### src/rtl/fb_pack_pkg.sv
package fb_pack_pkg;
  localparam int unsigned CH_W  = 8;
  localparam int unsigned PIX_W = 4 * CH_W;

  typedef enum logic [2:0] {
    FMT_X555  = 3'd0,
    FMT_565   = 3'd1,
    FMT_4444  = 3'd2,
    FMT_1555  = 3'd3,
    FMT_888   = 3'd4,
    FMT_X888  = 3'd5,
    FMT_8888  = 3'd6,
    FMT_4444B = 3'd7
  } fmt_e;

  function automatic logic [3:0] bayer_at(logic [1:0] x, logic [1:0] y);
    logic [3:0] v;
    unique case ({y, x})
      4'h0: v = 4'd0;  4'h1: v = 4'd8;  4'h2: v = 4'd2;  4'h3: v = 4'd10;
      4'h4: v = 4'd12; 4'h5: v = 4'd4;  4'h6: v = 4'd14; 4'h7: v = 4'd6;
      4'h8: v = 4'd3;  4'h9: v = 4'd11; 4'hA: v = 4'd1;  4'hB: v = 4'd9;
      4'hC: v = 4'd15; 4'hD: v = 4'd7;  4'hE: v = 4'd13; default: v = 4'd5;
    endcase
    return v;
  endfunction

  function automatic logic is_short(fmt_e f);
    return (f == FMT_X555) || (f == FMT_565) || (f == FMT_4444) ||
           (f == FMT_1555) || (f == FMT_4444B);
  endfunction

  function automatic logic [2:0] byte_count(fmt_e f);
    logic [2:0] n;
    case (f)
      FMT_888:           n = 3'd3;
      FMT_X888, FMT_8888: n = 3'd4;
      default:           n = 3'd2;
    endcase
    return n;
  endfunction
endpackage

### src/rtl/fb_dither_chan.sv
module fb_dither_chan #(
  parameter int unsigned CH_W = 8
) (
  input  logic [CH_W-1:0] chan_i,
  input  logic [3:0]      bayer_i,
  input  logic [2:0]      drop_i,
  input  logic            en_i,
  output logic [CH_W-1:0] chan_o
);
  logic [3:0]    off;
  logic [CH_W:0] sum;

  always_comb begin
    case (drop_i)
      3'd2:    off = bayer_i >> 2;
      3'd3:    off = bayer_i >> 1;
      default: off = bayer_i;
    endcase
    sum = {1'b0, chan_i} + {{(CH_W-3){1'b0}}, off};
    if (!en_i)       chan_o = chan_i;
    else if (sum[CH_W]) chan_o = {CH_W{1'b1}};
    else             chan_o = sum[CH_W-1:0];
  end
endmodule

### src/rtl/fb_dither.sv
module fb_dither
  import fb_pack_pkg::*;
#(
  parameter int unsigned COORD_W = 12
) (
  input  logic [PIX_W-1:0]   pix_i,
  input  logic [COORD_W-1:0] x_i,
  input  logic [COORD_W-1:0] y_i,
  input  fmt_e               fmt_i,
  input  logic               en_i,
  output logic [PIX_W-1:0]   pix_o
);
  logic [3:0] bayer;
  logic       active;
  logic [2:0] drop [3];

  assign bayer  = bayer_at(x_i[1:0], y_i[1:0]);
  assign active = en_i && is_short(fmt_i);

  // index 0 = blue, 1 = green, 2 = red
  always_comb begin
    for (int c = 0; c < 3; c++) begin
      if (fmt_i == FMT_4444 || fmt_i == FMT_4444B) drop[c] = 3'd4;
      else if (fmt_i == FMT_565 && c == 1)         drop[c] = 3'd2;
      else                                         drop[c] = 3'd3;
    end
  end

  for (genvar c = 0; c < 3; c++) begin : g_chan
    fb_dither_chan #(.CH_W(CH_W)) chan_i (
      .chan_i (pix_i[c*CH_W +: CH_W]),
      .bayer_i(bayer),
      .drop_i (drop[c]),
      .en_i   (active),
      .chan_o (pix_o[c*CH_W +: CH_W])
    );
  end

  assign pix_o[3*CH_W +: CH_W] = pix_i[3*CH_W +: CH_W];
endmodule

### src/rtl/fb_fmt_encode.sv
module fb_fmt_encode
  import fb_pack_pkg::*;
(
  input  logic [PIX_W-1:0] pix_i,
  input  fmt_e             fmt_i,
  input  logic [CH_W-1:0]  const_alpha_i,
  input  logic [CH_W-1:0]  alpha_thresh_i,
  output logic [PIX_W-1:0] data_o,
  output logic [2:0]       bytes_o
);
  logic [7:0] a, r, g, b;
  logic       a_bit;

  assign {a, r, g, b} = pix_i;
  assign a_bit        = (a >= alpha_thresh_i);
  assign bytes_o      = byte_count(fmt_i);

  always_comb begin
    data_o = '0;
    unique case (fmt_i)
      FMT_X555:            data_o[15:0] = {const_alpha_i[7], r[7:3], g[7:3], b[7:3]};
      FMT_565:             data_o[15:0] = {r[7:3], g[7:2], b[7:3]};
      FMT_4444, FMT_4444B: data_o[15:0] = {a[7:4], r[7:4], g[7:4], b[7:4]};
      FMT_1555:            data_o[15:0] = {a_bit, r[7:3], g[7:3], b[7:3]};
      FMT_888:             data_o[23:0] = {r, g, b};
      FMT_X888:            data_o       = {const_alpha_i, r, g, b};
      default:             data_o       = pix_i;
    endcase
  end
endmodule

### src/rtl/fb_out_stage.sv
module fb_out_stage #(
  parameter int unsigned DATA_W = 32,
  parameter int unsigned CNT_W  = 3
) (
  input  logic              clk_i,
  input  logic              rst_ni,
  input  logic              in_valid_i,
  output logic              in_ready_o,
  input  logic [DATA_W-1:0] data_i,
  input  logic [CNT_W-1:0]  bytes_i,
  output logic              out_valid_o,
  input  logic              out_ready_i,
  output logic [DATA_W-1:0] data_o,
  output logic [CNT_W-1:0]  bytes_o
);
  assign in_ready_o = !out_valid_o || out_ready_i;

  always_ff @(posedge clk_i or negedge rst_ni) begin
    if (!rst_ni) begin
      out_valid_o <= 1'b0;
      data_o      <= '0;
      bytes_o     <= '0;
    end else if (in_ready_o) begin
      out_valid_o <= in_valid_i;
      if (in_valid_i) begin
        data_o  <= data_i;
        bytes_o <= bytes_i;
      end
    end
  end
endmodule

### src/rtl/fb_pix_pack.sv
module fb_pix_pack
  import fb_pack_pkg::*;
#(
  parameter int unsigned COORD_W = 12
) (
  input  logic               clk_i,
  input  logic               rst_ni,
  input  logic               in_valid_i,
  output logic               in_ready_o,
  input  logic [31:0]        pix_argb_i,
  input  logic [COORD_W-1:0] pix_x_i,
  input  logic [COORD_W-1:0] pix_y_i,
  input  logic [2:0]         fmt_i,
  input  logic [7:0]         const_alpha_i,
  input  logic [7:0]         alpha_thresh_i,
  input  logic               dither_en_i,
  output logic               out_valid_o,
  input  logic               out_ready_i,
  output logic [31:0]        out_data_o,
  output logic [2:0]         out_bytes_o
);
  fmt_e             fmt;
  logic [PIX_W-1:0] pix_d;
  logic [PIX_W-1:0] packed_w;
  logic [2:0]       bytes_w;

  assign fmt = fmt_e'(fmt_i);

  fb_dither #(.COORD_W(COORD_W)) dither_i (
    .pix_i (pix_argb_i),
    .x_i   (pix_x_i),
    .y_i   (pix_y_i),
    .fmt_i (fmt),
    .en_i  (dither_en_i),
    .pix_o (pix_d)
  );

  fb_fmt_encode encode_i (
    .pix_i         (pix_d),
    .fmt_i         (fmt),
    .const_alpha_i (const_alpha_i),
    .alpha_thresh_i(alpha_thresh_i),
    .data_o        (packed_w),
    .bytes_o       (bytes_w)
  );

  fb_out_stage #(.DATA_W(PIX_W), .CNT_W(3)) stage_i (
    .clk_i      (clk_i),
    .rst_ni     (rst_ni),
    .in_valid_i (in_valid_i),
    .in_ready_o (in_ready_o),
    .data_i     (packed_w),
    .bytes_i    (bytes_w),
    .out_valid_o(out_valid_o),
    .out_ready_i(out_ready_i),
    .data_o     (out_data_o),
    .bytes_o    (out_bytes_o)
  );
endmodule

### config.mk
export PLATFORM = sky130hd
export DESIGN_NAME = fb_pix_pack
export DESIGN_NICKNAME = d
export VERILOG_FILES = /design/src/rtl/fb_pack_pkg.sv /design/src/rtl/fb_dither_chan.sv /design/src/rtl/fb_dither.sv /design/src/rtl/fb_fmt_encode.sv /design/src/rtl/fb_out_stage.sv /design/src/rtl/fb_pix_pack.sv
export SDC_FILE = /design/constraint.sdc
export NUM_CORES = 1
export LEC_CHECK = 0
export BUFFER_PORTS_ARGS = -buffer_cell sky130_fd_sc_hd__clkbuf_2
export CORE_ASPECT_RATIO = 0.75
export CORE_UTILIZATION = 50
export DETAILED_ROUTE_END_ITERATION = 6
export GPL_TIMING_DRIVEN = 1
export PLACE_DENSITY = 0.81
export SLEW_MARGIN = 20
export SYNTH_ARGS = -nofsm -noshare
export SYNTH_HDL_FRONTEND = slang
export SYNTH_SLANG_ARGS = --single-unit
export TNS_END_PERCENT = 100
### constraint.sdc
create_clock -name clk_i -period 1.6 [get_ports clk_i]
set_input_delay 0.24 -clock clk_i [delete_from_list [all_inputs] [get_ports clk_i]]
set_output_delay 0.24 -clock clk_i [all_outputs]
set_load 0.01 [all_outputs]
==> impl_summary.txt, run 1 <==
----------------------------------------------------
[Outcome]
  Run status ... finished with violations
  Violated checks ... setup timing

[Route]
  Routed length on met2 ... 6150 um
  TritonRoute pass-1 iters ... 6
  Detailed Route Iter0 Violations ... between 400 and 500
  Final wirelength ... 13000 um
  Met1 wire length ... 5020 um
  Average via count per standard cell ... between 6 and 7
  Top routing layer used ... met4
  Total vias in the final route ... 4079
  WL/cell ... ~20 um
  Count of unresolved DRC violations after routing ... 0
  Remaining antenna violation count after routing ... 0
  Detailed-routed wire length on met3 ... 1330 um

[Logic synthesis]
  Biggest area consumer among synthesized cells ... dfrtp_1
  Fraction of the yosys area taken by sequential cells ... 0.289
  Number of warnings issued by yosys ... 0
  Asr flop ratio synth ... 1.00
  Cell count after synthesis ... between 300 and 400
  Number of flops mapped to enable cells by yosys ... 0
  Area of the mapped netlist ... about 0.0031 sq mm
  Top cells by count, synth ... 42 x nand2_1, 42 x nor2_1, 36 x dfrtp_1, 20 x ha_1, 19 x inv_1
  Yosys cell types ... 67
  Cell types occupying the most area after synthesis ... dfrtp_1 29%, ha_1 8.0%, nand2_1 5.1%
  Number of storage elements in the synthesis netlist ... 36
  Predominant post-synthesis flop cell ... dfrtp_1
  Per-instance average area after synthesis ... about 8.4 sq um
  Fraction of post-synthesis cell area in the top cell type by area ... 0.289
  Net Count, Synth ... 473

[Power]
  Leakage power summed over all cells ... 2.39 nW
  Power per cell area ... 715 mW/mm^2
  Total Power ... 3.64 mW
  Max IR drop VDD ... 441 uV

[Finish]
  Layout cells sized above 1 ... 0.537
  Post-route design area ... 0.00509 sq mm
  Antenna diode count ... 0
  Finished Core Util ... 0.860
  Final Non-Filler Cells ... 642
  Count of nets after finishing ... 666
  P&R area growth vs syn ... 63.2%

[Clocking]
  Clk buf depth ... 2
  Count of clock tree sinks ... 36
  Number of CTS-inserted buffers ... 5
  Latest clock arrival within the worst-skew pair ... about 0.3 ns
  Clock Tree Root ... clkbuf_8
  Clock slew seen by the registers of the worst setup and hold paths ... about 0.080 ns
  Number of H-tree levels ... 2
  CTS tree ... built

[STA]
  Clock tree skew after final layout ... 0.00391 ns
  Setup TNS ... -16.82 ns
  Setup Viol. Count Final ... 17
  Worst setup slack after layout ... -1.12 ns
  Rel. slew slack ... 0.626
  Pins over their slew limit ... 0
  Fin crit period ... 2.72 ns
  Tcrit/Tclk final ... 1.70
  WHS ... between 0.15 and 0.2 ns
  Slew of the pin with the lowest slew margin ... 0.559 ns
  Achievable frequency ... 368 MHz
  Setup repair after global routing missed its margin ... yes
  Count of final hold-check violations ... 0

[Floorplanning]
  I/O pin count ... approximately 120
  Area of the core region ... around 0.0059 sq mm
  Floorplan die width ... 93.2 um
  Die outline area ... 0.00656 sq mm
  Initial Utilization ... 0.527
  Floorplan row count ... 24
  Die Ht ... 70.4 um

[Setup path]
  Slowest-stage cell, CP ... a2111oi_4
  Worst EP required ... 1.78 ns
  Family of cells with the greatest summed delay on the critical path ... compound AO/OA/AOI/OAI gates
  Startpoint type of the worst setup path ... primary input
  Worst path most repeated cell ... nand2b_4
  Kind of critical path ... in2reg
  Crit path DAT ... about 2.9 ns
  Cell Chain, Critical Path ... clkbuf_2 -> nand2b_4 -> nor2_4 -> o21ai_2 -> a21oi_2 -> ha_2 -> inv_2 -> fa_2 -> nand2b_4 -> a2111oi_4 -> and4bb_2 -> o31ai_2 -> a22oi_1 -> o21ai_1
  Worst setup EP type ... register
  Buffers & Inverters on Critical Path ... 2
  Delay of the slowest cell on the worst path ... 0.47 ns
  Critical path peak fanout ... 5

[Placed design]
  Placed cell areas ... 0.00446 sq mm
  HPWL after detailed placement ... slightly below 9000 um
  Placer's final routability congestion estimate ... 0.991
  Number of buffers inserted by port buffering ... 96
  Post-placement setup slack ... -1.52 ns
  # placed instances ... 618

[Worst hold path]
  Hold/Removal Path Class ... in2reg

[Global route]
  Pin count of the biggest net entering global routing ... 37
  Total grt overflow ... 0
  First-pass GRT wire length ... 19500 um
  GRT Overall Usage ... 0.385
  Number of global-route vias before repair ... between 4000 and 5000
  Initial antenna violation count ... 0

[Run]
  # Max-Cap Violations ... 0

----------------------------------------------------
[flip-flops by register name, indices dropped and copies added (netlist names)]
name	flops
stage_i.data_o	32
stage_i.out_valid_o	1
stage_i.bytes_o	3
[layout make-up]
class / instances / area, sq um
repair buffers: 201 / 1350
flip-flops and latches: 36 / 901
multi-input cells: 298 / 2540
clock buffers: 5 / 68.8
well taps: 78 / 97.6
fillers: 346 / 828
inverters: 21 / 82.6
clock inverters: 3 / 42.5
[repair_timing]
action,4_1_cts,5_1_grt
setup buffers,7,8
cloned,0,0
resized for setup,57,25
endpoints found under the setup margin,17,21
hold endpoints to repair,14,0
hold buffers,1,0
pin swaps,30,23
[cells by family after synthesis]
kind of cell / synth area share
and+or+nand+nor: 0.195
xor gates and xnor gates: 0.0225
muxes: 0.0425
DFF: 0.289
buffers and inverters: 0.0494
AOI/OAI and AO/OA: 0.303
adders and majority gates: 0.0995
[worst reg2reg max path: cells and delay by family (launching register included)]
kind / cells / cell delay, ns
flip-flops: 1 / 0.38
AO/OA/AOI/OAI: 2 / 0.36
AND/OR/NAND/NOR: 3 / 0.56
buffers and inverters: 1 / 0.19
[routing by layer]
metal,track usage,up-vias
met5,0,-
met2,0.615,308
met4,0.164,0
met3,0.0959,73
met1,0.493,1933
li1,-,1765
[cell usage in the layout, fill, tap and decap left out, types with 6 or more instances in the layout]
cell	instances
a221oi_1	10
a22o_1	8
o21ai_1	12
nor2_1	35
dfrtp_1	36
o22ai_1	6
inv_2	6
ha_4	7
inv_1	13
a21oi_2	6
nor3_1	6
ha_1	12
nand2_1	36
o21ai_0	9
clkbuf_2	95
buf_4	92
a21oi_1	9
nand3_1	7
buf_6	10
mux2_4	6
o211ai_1	6
nor2_4	6
[path summary, 6_finish.rpt]
path | start | endpoint | cells past startpoint | slack (ns)
min in group asynchronous | rst_ni | stage_i.data_o[18] | 3 | 0.52
min reg2reg | stage_i.bytes_o[0] | stage_i.bytes_o[0] | 2 | 0.49
min | in_valid_i | stage_i.out_valid_o | 2 | 0.17
max in group asynchronous | rst_ni | stage_i.data_o[28] | 3 | 0.74
max | fmt_i[1] | stage_i.data_o[6] | 14 | -1.12
max reg2reg | stage_i.out_valid_o | stage_i.data_o[0] | 6 | -0.01
[power breakdown]
group / leakage (nW) / switching, mW / internal (mW) / total, mW
clock: 0.0541 / 0.365 / 0.461 / 0.826
sequential: 0.436 / 0.0854 / 1.04 / 1.12
combinational: 1.90 / 0.898 / 0.791 / 1.69
total: 2.39 / 1.35 / 2.29 / 3.64
No activity file was read; power rests on OpenSTA's default activity.
==> run 2: changes to the inputs <==
--- a/config.mk
+++ b/config.mk
@@ -11,6 +11,7 @@
 export DETAILED_ROUTE_END_ITERATION = 6
 export GPL_TIMING_DRIVEN = 1
 export PLACE_DENSITY = 0.81
+export SKIP_LAST_GASP = 1
 export SLEW_MARGIN = 20
 export SYNTH_ARGS = -nofsm -noshare
 export SYNTH_HDL_FRONTEND = slang
==> impl_summary.txt, run 2 (same netlist as run 1, synthesis figures left out) <==
----------------------------------------------------
[Setup path]
  Kind of critical path ... in2reg
  Reg-to-Reg End ... stage_i.data_o[8]
  Startpoint type of the worst setup path ... primary input
  Worst EP required ... 1.78 ns (about the same)
  Cell count of the worst reg-to-reg path ... 6 (unchanged)
  Crit path DAT ... 2.88 ns (-0.02 ns)
  Reg2Reg Setup Slack ... -0.01 ns (about the same)
  Slowest-stage cell, CP ... mux2_4
  Worst setup EP type ... register
  Critical path peak fanout ... 4 (-1)
  Reg-to-Reg Start ... stage_i.out_valid_o
  Delay of the slowest cell on the worst path ... 0.37 ns (-0.10 ns)
  Worst path most repeated cell ... nand2_4
  Cell Chain, Critical Path ... clkbuf_16 -> clkinvlp_4 -> nand2_4 -> nand3_4 -> nand2_4 -> buf_4 -> xnor2_4 -> ha_4 -> inv_2 -> fa_2 -> nand3b_4 -> a2111oi_4 -> mux2_4 -> a21oi_2 -> a21boi_4 -> o31ai_2

[Worst hold path]
  Worst Hold Launch ... in_valid_i
  Hold path depth ... 2 (unchanged)
  Hold/Removal Path Class ... in2reg
  Hold worst-path end ... stage_i.out_valid_o

[Finish]
  Filler cell count ... 330 (-4.6%)
  Storage element area ... 901 sq um (unchanged)
  Layout cells sized above 1 ... 0.543 (+0.00532)
  Most frequent cells in the layout ... 94 x clkbuf_2, 93 x buf_4, 36 x dfrtp_1
  Multi-input logic area ... 0.00256 sq mm (+0.59%)
  P&R area growth vs syn ... 63.5%
  Largest registers ... stage_i.data_o: 32 flops, stage_i.bytes_o: 3 flops, stage_i.out_valid_o: 1 flops
  Post-route design area ... 0.00510 sq mm (+0.22%)
  Max reg flops ... 32 (unchanged)
  Most common cell after layout, fill and taps aside ... clkbuf_2
  Count of nets after finishing ... 666 (unchanged)
  Most flop-heavy register ... stage_i.data_o
  Finished Core Util ... 0.862 (+0.00190)
  Antenna diode count ... 0 (unchanged)

[Placed design]
  Placed cell areas ... 0.00446 sq mm (unchanged)
  Placer's final routability congestion estimate ... 0.991 (unchanged)
  HPWL after detailed placement ... 8860 um (unchanged)
  Number of buffers inserted by port buffering ... 96 (unchanged)

[Power]
  Power per cell area ... 711 mW/mm^2 (-0.59%)
  Total Power ... 3.62 mW (-0.37%)
  Max IR drop VDD ... 435 uV (-1.4%)
  Leakage power summed over all cells ... 2.40 nW (about the same)

[Floorplanning]
  Die Ht ... 70.4 um (unchanged)
  Die outline area ... 0.00656 sq mm (unchanged)
  Floorplan die width ... 93.2 um (unchanged)
  Floorplan row count ... 24 (unchanged)
  Initial Utilization ... 0.527 (unchanged)
  I/O pin count ... 117 (unchanged)
  Area of the core region ... 0.00592 sq mm (unchanged)

[Route]
  Count of unresolved DRC violations after routing ... 0 (unchanged)
  Total vias in the final route ... 4015 (-1.6%)
  Average via count per standard cell ... 6.25 (-1.6%)
  TritonRoute pass-1 iters ... 6 (unchanged)
  Detailed Route Iter0 Violations ... 531 (+17%)
  Final wirelength ... 12500 um (-3.7%)
  WL/cell ... 19.5 um (-3.7%)
  Remaining antenna violation count after routing ... 0 (unchanged)

[Clocking]
  Count of clock tree sinks ... 36 (unchanged)
  CTS tree ... built
  Clk buf depth ... 2 (unchanged)
  Number of H-tree levels ... 2 (unchanged)
  Clock slew seen by the registers of the worst setup and hold paths ... 0.08 ns (about the same)
  Clock Tree Root ... clkbuf_8
  Number of CTS-inserted buffers ... 5 (unchanged)
  Latest clock arrival within the worst-skew pair ... 0.30 ns (about the same)

[STA]
  Tcrit/Tclk final ... 1.69 (-0.0123)
  Slew of the pin with the lowest slew margin ... 0.553 ns (-0.00547 ns)
  Fin crit period ... 2.70 ns (-0.0196 ns)
  Worst setup slack after layout ... -1.10 ns (+0.0196 ns)
  Clock tree skew after final layout ... 0.00480 ns (+0.000887 ns)
  Pins over their slew limit ... 0 (unchanged)
  Achievable frequency ... 370 MHz (+0.73%)
  Setup Viol. Count Final ... 17 (unchanged)
  Count of final hold-check violations ... 0 (unchanged)
  Setup repair after global routing missed its margin ... yes
  Rel. slew slack ... 0.630 (+0.00366)

[Global route]
  Number of global-route vias before repair ... 4018 (-0.25%)
  Pin count of the biggest net entering global routing ... 37 (unchanged)
  First-pass GRT wire length ... 19600 um (+0.32%)
  Initial antenna violation count ... 0 (unchanged)
  Total grt overflow ... 0 (unchanged)
  GRT Overall Usage ... 0.386 (+0.00130)

[Outcome]
  Run status ... finished with violations
  Violated checks ... setup timing

[Run]
  # Max-Cap Violations ... 0 (unchanged)

----------------------------------------------------
-- run 2: changes by cell type in the layout (fill, tap and decap cells not counted), sizes merged --
| cell | before | now |
|---|---|---|
| buf | 104 | 105 |
| clkbuf | 101 | 100 |
-- run 2: what timing repair did --
action,in CTS,in global routing
pin swaps,30,27
hold buffers,1,0
buffers inserted,7,8
resized for setup,55,30
setup endpoints to repair,17,21
endpoints found under the hold margin,14,0
-- run 2: critical path, delay by kind of cell --
kind / cells / cell delay [ns]
AO/OA/AOI/OAI: 4 / 0.73
adder cells (fa/ha/maj): 2 / 0.51
buffers and inverters: 4 / 0.43
AND/OR/NAND/NOR: 4 / 0.40
multiplexers: 1 / 0.37
XOR/XNOR: 1 / 0.20
-- run 2: layout make-up --
cell class / instances / area share
repair buffers: 201 / 0.265
flip-flops and latches: 36 / 0.177
clock inverters: 3 / 0.00834
well taps: 78 / 0.0191
multi-input cells: 298 / 0.501
clock buffers: 5 / 0.0135
inverters: 21 / 0.0162
-- run 2: worst max-delay path by stage --
stage	from	endpoint	slack (ns)	cells after the start
after floorplan	fmt_i[0]	stage_i.data_o[6]	-1.15	15
after global placement	fmt_i[0]	stage_i.data_o[6]	-1.37	16
after detailed placement	fmt_i[0]	stage_i.data_o[6]	-1.52	16
after CTS	fmt_i[0]	stage_i.data_o[6]	-1.02	16
after global routing	fmt_i[0]	stage_i.data_o[6]	-1.21	16
final	fmt_i[0]	stage_i.data_o[13]	-1.10	16
-- run 2: metal layers --
metal  wire length (um)  GRT usage  vias up  part of all wire
li1                   -          -     1767                 -
met1               4890      0.496     1891              0.39
met2               5810      0.623      303              0.46
met3               1390     0.0969       54              0.11
met4                448      0.149        0             0.036
met5                  0          0        -                 0
-- run 2: where the power goes --
part,leakage [nW],internal [mW],switching (mW)
sequential,0.436,1.04,0.0829
clock,0.0541,0.462,0.370
combinational,1.90,0.790,0.883
total,2.40,2.29,1.34
-- run 2: stage by stage --
stage | setup WS (ns) | hold WS (ns) | setup TNS (ns) | cells
floorplan | -1.15 | -0.0556 | -15.64 | 370
detailed placement | -1.52 | 0.312 | -22.37 | 618
finish | -1.10 | 0.160 | -16.45 | 642
global placement | -1.37 | 0.305 | -20.33 | 618
CTS | -1.02 | 0.162 | -14.70 | 634
global route | -1.21 | 0.172 | -18.00 | 642
==> run 3: changes to the inputs <==
--- a/config.mk
+++ b/config.mk
@@ -16,4 +16,4 @@
 export SYNTH_ARGS = -nofsm -noshare
 export SYNTH_HDL_FRONTEND = slang
 export SYNTH_SLANG_ARGS = --single-unit
-export TNS_END_PERCENT = 100
+export TNS_END_PERCENT = 10
==> impl_summary.txt, run 3 (same netlist as run 1, synthesis figures left out) <==
----------------------------------------------------
[STA]
  Count of final hold-check violations ... 0 (unchanged)
  Clock tree skew after final layout ... 0.00449 ns (-0.000303 ns)
  Fin crit period ... 2.79 ns (+0.0852 ns)
  Tcrit/Tclk final ... 1.74 (+0.0532)
  Setup Viol. Count Final ... 17 (unchanged)
  Slew of the pin with the lowest slew margin ... 0.545 ns (-0.00848 ns)
  Pins over their slew limit ... 0 (unchanged)
  Worst setup slack after layout ... -1.19 ns (-0.0852 ns)
  Setup repair after global routing missed its margin ... yes
  Achievable frequency ... 359 MHz (-3.1%)
  Setup TNS ... -17.92 ns (-1.47 ns)
  Rel. slew slack ... 0.635 (+0.00567)

[Worst hold path]
  Hold/Removal Path Class ... in2reg
  Hold path depth ... 2 (unchanged)

[Power]
  Power per cell area ... 722 mW/mm^2 (+1.6%)
  Max IR drop VDD ... 378 uV (-13%)
  Leakage power summed over all cells ... 2.31 nW (-3.4%)
  Total Power ... 3.43 mW (-5.4%)

[Clocking]
  Clk buf depth ... 2 (unchanged)
  CTS tree ... built
  Number of CTS-inserted buffers ... 5 (unchanged)
  Clock Tree Root ... clkbuf_8
  Number of H-tree levels ... 2 (unchanged)
  Count of clock tree sinks ... 36 (unchanged)
  Clock slew seen by the registers of the worst setup and hold paths ... 0.08 ns (about the same)
  Latest clock arrival within the worst-skew pair ... 0.31 ns (about the same)

[Route]
  Total vias in the final route ... 3826 (-4.7%)
  Detailed Route Iter0 Violations ... 305 (-43%)
  Final wirelength ... 11500 um (-8.5%)
  Remaining antenna violation count after routing ... 0 (unchanged)
  TritonRoute pass-1 iters ... 7 (+1)
  Count of unresolved DRC violations after routing ... 0 (unchanged)
  WL/cell ... 18.0 um (-8.0%)
  Average via count per standard cell ... 5.99 (-4.3%)

[Floorplanning]
  Floorplan die width ... 93.2 um (unchanged)
  I/O pin count ... 117 (unchanged)
  Initial Utilization ... 0.527 (unchanged)
  Area of the core region ... 0.00592 sq mm (unchanged)
  Die Ht ... 70.4 um (unchanged)
  Die outline area ... 0.00656 sq mm (unchanged)
  Floorplan row count ... 24 (unchanged)

[Finish]
  Max reg flops ... 32 (unchanged)
  Most flop-heavy register ... stage_i.data_o
  Finished Core Util ... 0.802 (-0.0594)
  P&R area growth vs syn ... 52.2%
  Largest registers ... stage_i.data_o: 32 flops, stage_i.bytes_o: 3 flops, stage_i.out_valid_o: 1 flops
  Most common cell after layout, fill and taps aside ... buf_4
  Count of nets after finishing ... 663 (-0.45%)
  Layout cells sized above 1 ... 0.462 (-0.0809)
  Final Non-Filler Cells ... 639 (-0.47%)
  Antenna diode count ... 0 (unchanged)
  Most frequent cells in the layout ... 98 x buf_4, 94 x clkbuf_2, 40 x nor2_1

[Global route]
  Initial antenna violation count ... 0 (unchanged)
  Pin count of the biggest net entering global routing ... 37 (unchanged)
  GRT Overall Usage ... 0.344 (-0.0426)
  First-pass GRT wire length ... 17400 um (-11%)
  Number of global-route vias before repair ... 3558 (-11%)
  Total grt overflow ... 0 (unchanged)

[Setup path]
  Family of cells with the greatest summed delay on the critical path ... compound AO/OA/AOI/OAI gates
  Crit path DAT ... 2.96 ns (+0.08 ns)
  Worst path most repeated cell ... nand2_4
  Critical path peak fanout ... 4 (unchanged)
  Buffers & Inverters on Critical Path ... 3 (-1)
  Slowest-stage cell, CP ... a2111oi_4
  Worst EP required ... 1.78 ns (about the same)
  Critical Path Stages ... 16 (unchanged)
  Worst setup EP type ... register
  Kind of critical path ... in2reg
  Cell Chain, Critical Path ... buf_8 -> clkinvlp_4 -> nand2_4 -> nand3_4 -> nand2_4 -> o22ai_2 -> a21oi_2 -> ha_2 -> inv_2 -> fa_2 -> nand2b_4 -> a2111oi_4 -> and4bb_2 -> o31ai_2 -> a22oi_1 -> o21ai_1
  Cell count of the worst reg-to-reg path ... 5 (-1)
  Delay of the slowest cell on the worst path ... 0.48 ns (+0.11 ns)
  Startpoint type of the worst setup path ... primary input

[Placed design]
  Placer's final routability congestion estimate ... 0.955 (-3.7%)
  Number of buffers inserted by port buffering ... 96 (unchanged)
  # placed instances ... 618 (unchanged)
  HPWL after detailed placement ... 8750 um (-1.2%)

[Outcome]
  Violated checks ... setup timing
  Run status ... finished with violations

[Run]
  # Max-Cap Violations ... 0 (unchanged)

----------------------------------------------------
[run 3: changes by cell type in the layout (fill, tap and decap cells not counted), sizes merged]
cell,before,now
buf,105,103
clkbuf,100,99
[run 3: power breakdown]
part	total (mW)	internal (mW)	switching (mW)
Clock	0.840	0.462	0.378
Sequential	1.12	1.04	0.0787
Combinational	1.47	0.691	0.783
Total	3.43	2.19	1.24
[run 3: final cells by class]
cell class                      count  area (sq um)
Sequential cell                    36           901
Inverter                           21          82.6
Fill cell                         411          1170
Clock inverter                      3          42.5
Tap cell                           78          97.6
Timing Repair Buffer              198          1280
Clock buffer                        5          68.8
Multi-Input combinational cell    298          2270
[run 3: what timing repair did]
item	CTS	global route
setup buffers	6	6
hold buffers	1	0
pin swaps	8	18
resized for setup	9	31
cloned	0	0
setup endpoints to repair	17	24
endpoints found under the hold margin	29	0
[run 3: worst paths after layout]
check | startpoint | to | slack [ns]
max in group asynchronous | rst_ni | stage_i.data_o[12] | 0.75
worst min register to register | stage_i.data_o[17] | stage_i.data_o[17] | 0.49
worst max-delay path | fmt_i[0] | stage_i.data_o[6] | -1.19
worst max register to register | stage_i.out_valid_o | stage_i.data_o[7] | -0.08
min in group asynchronous | rst_ni | stage_i.data_o[16] | 0.50
worst min-delay path | in_valid_i | stage_i.out_valid_o | 0.16
[run 3: worst reg2reg max path, stage by stage (launching register included)]
cell      delay (ns)
dfrtp_1         0.38
nand2b_1        0.09
and2_1          0.43
nand2_1         0.25
a221oi_1        0.29
a21oi_1         0.12
[run 3: routing by layer]
layer  part of all wire  track usage
met1               0.44        0.466
met4              0.021        0.121
met3              0.096        0.100
met5                  0            0
met2               0.45        0.519
[run 3: metrics by stage]
stage / hold WS, ns / worst slack [ns] / instance area (sq um)
final: 0.157 / -1.19 / 4750
after floorplan: -0.0556 / -1.15 / 3220
after detailed placement: 0.312 / -1.58 / 4380
after CTS: 0.158 / -1.14 / 4570
after global routing: 0.175 / -1.29 / 4750
after global placement: 0.308 / -1.44 / 4380
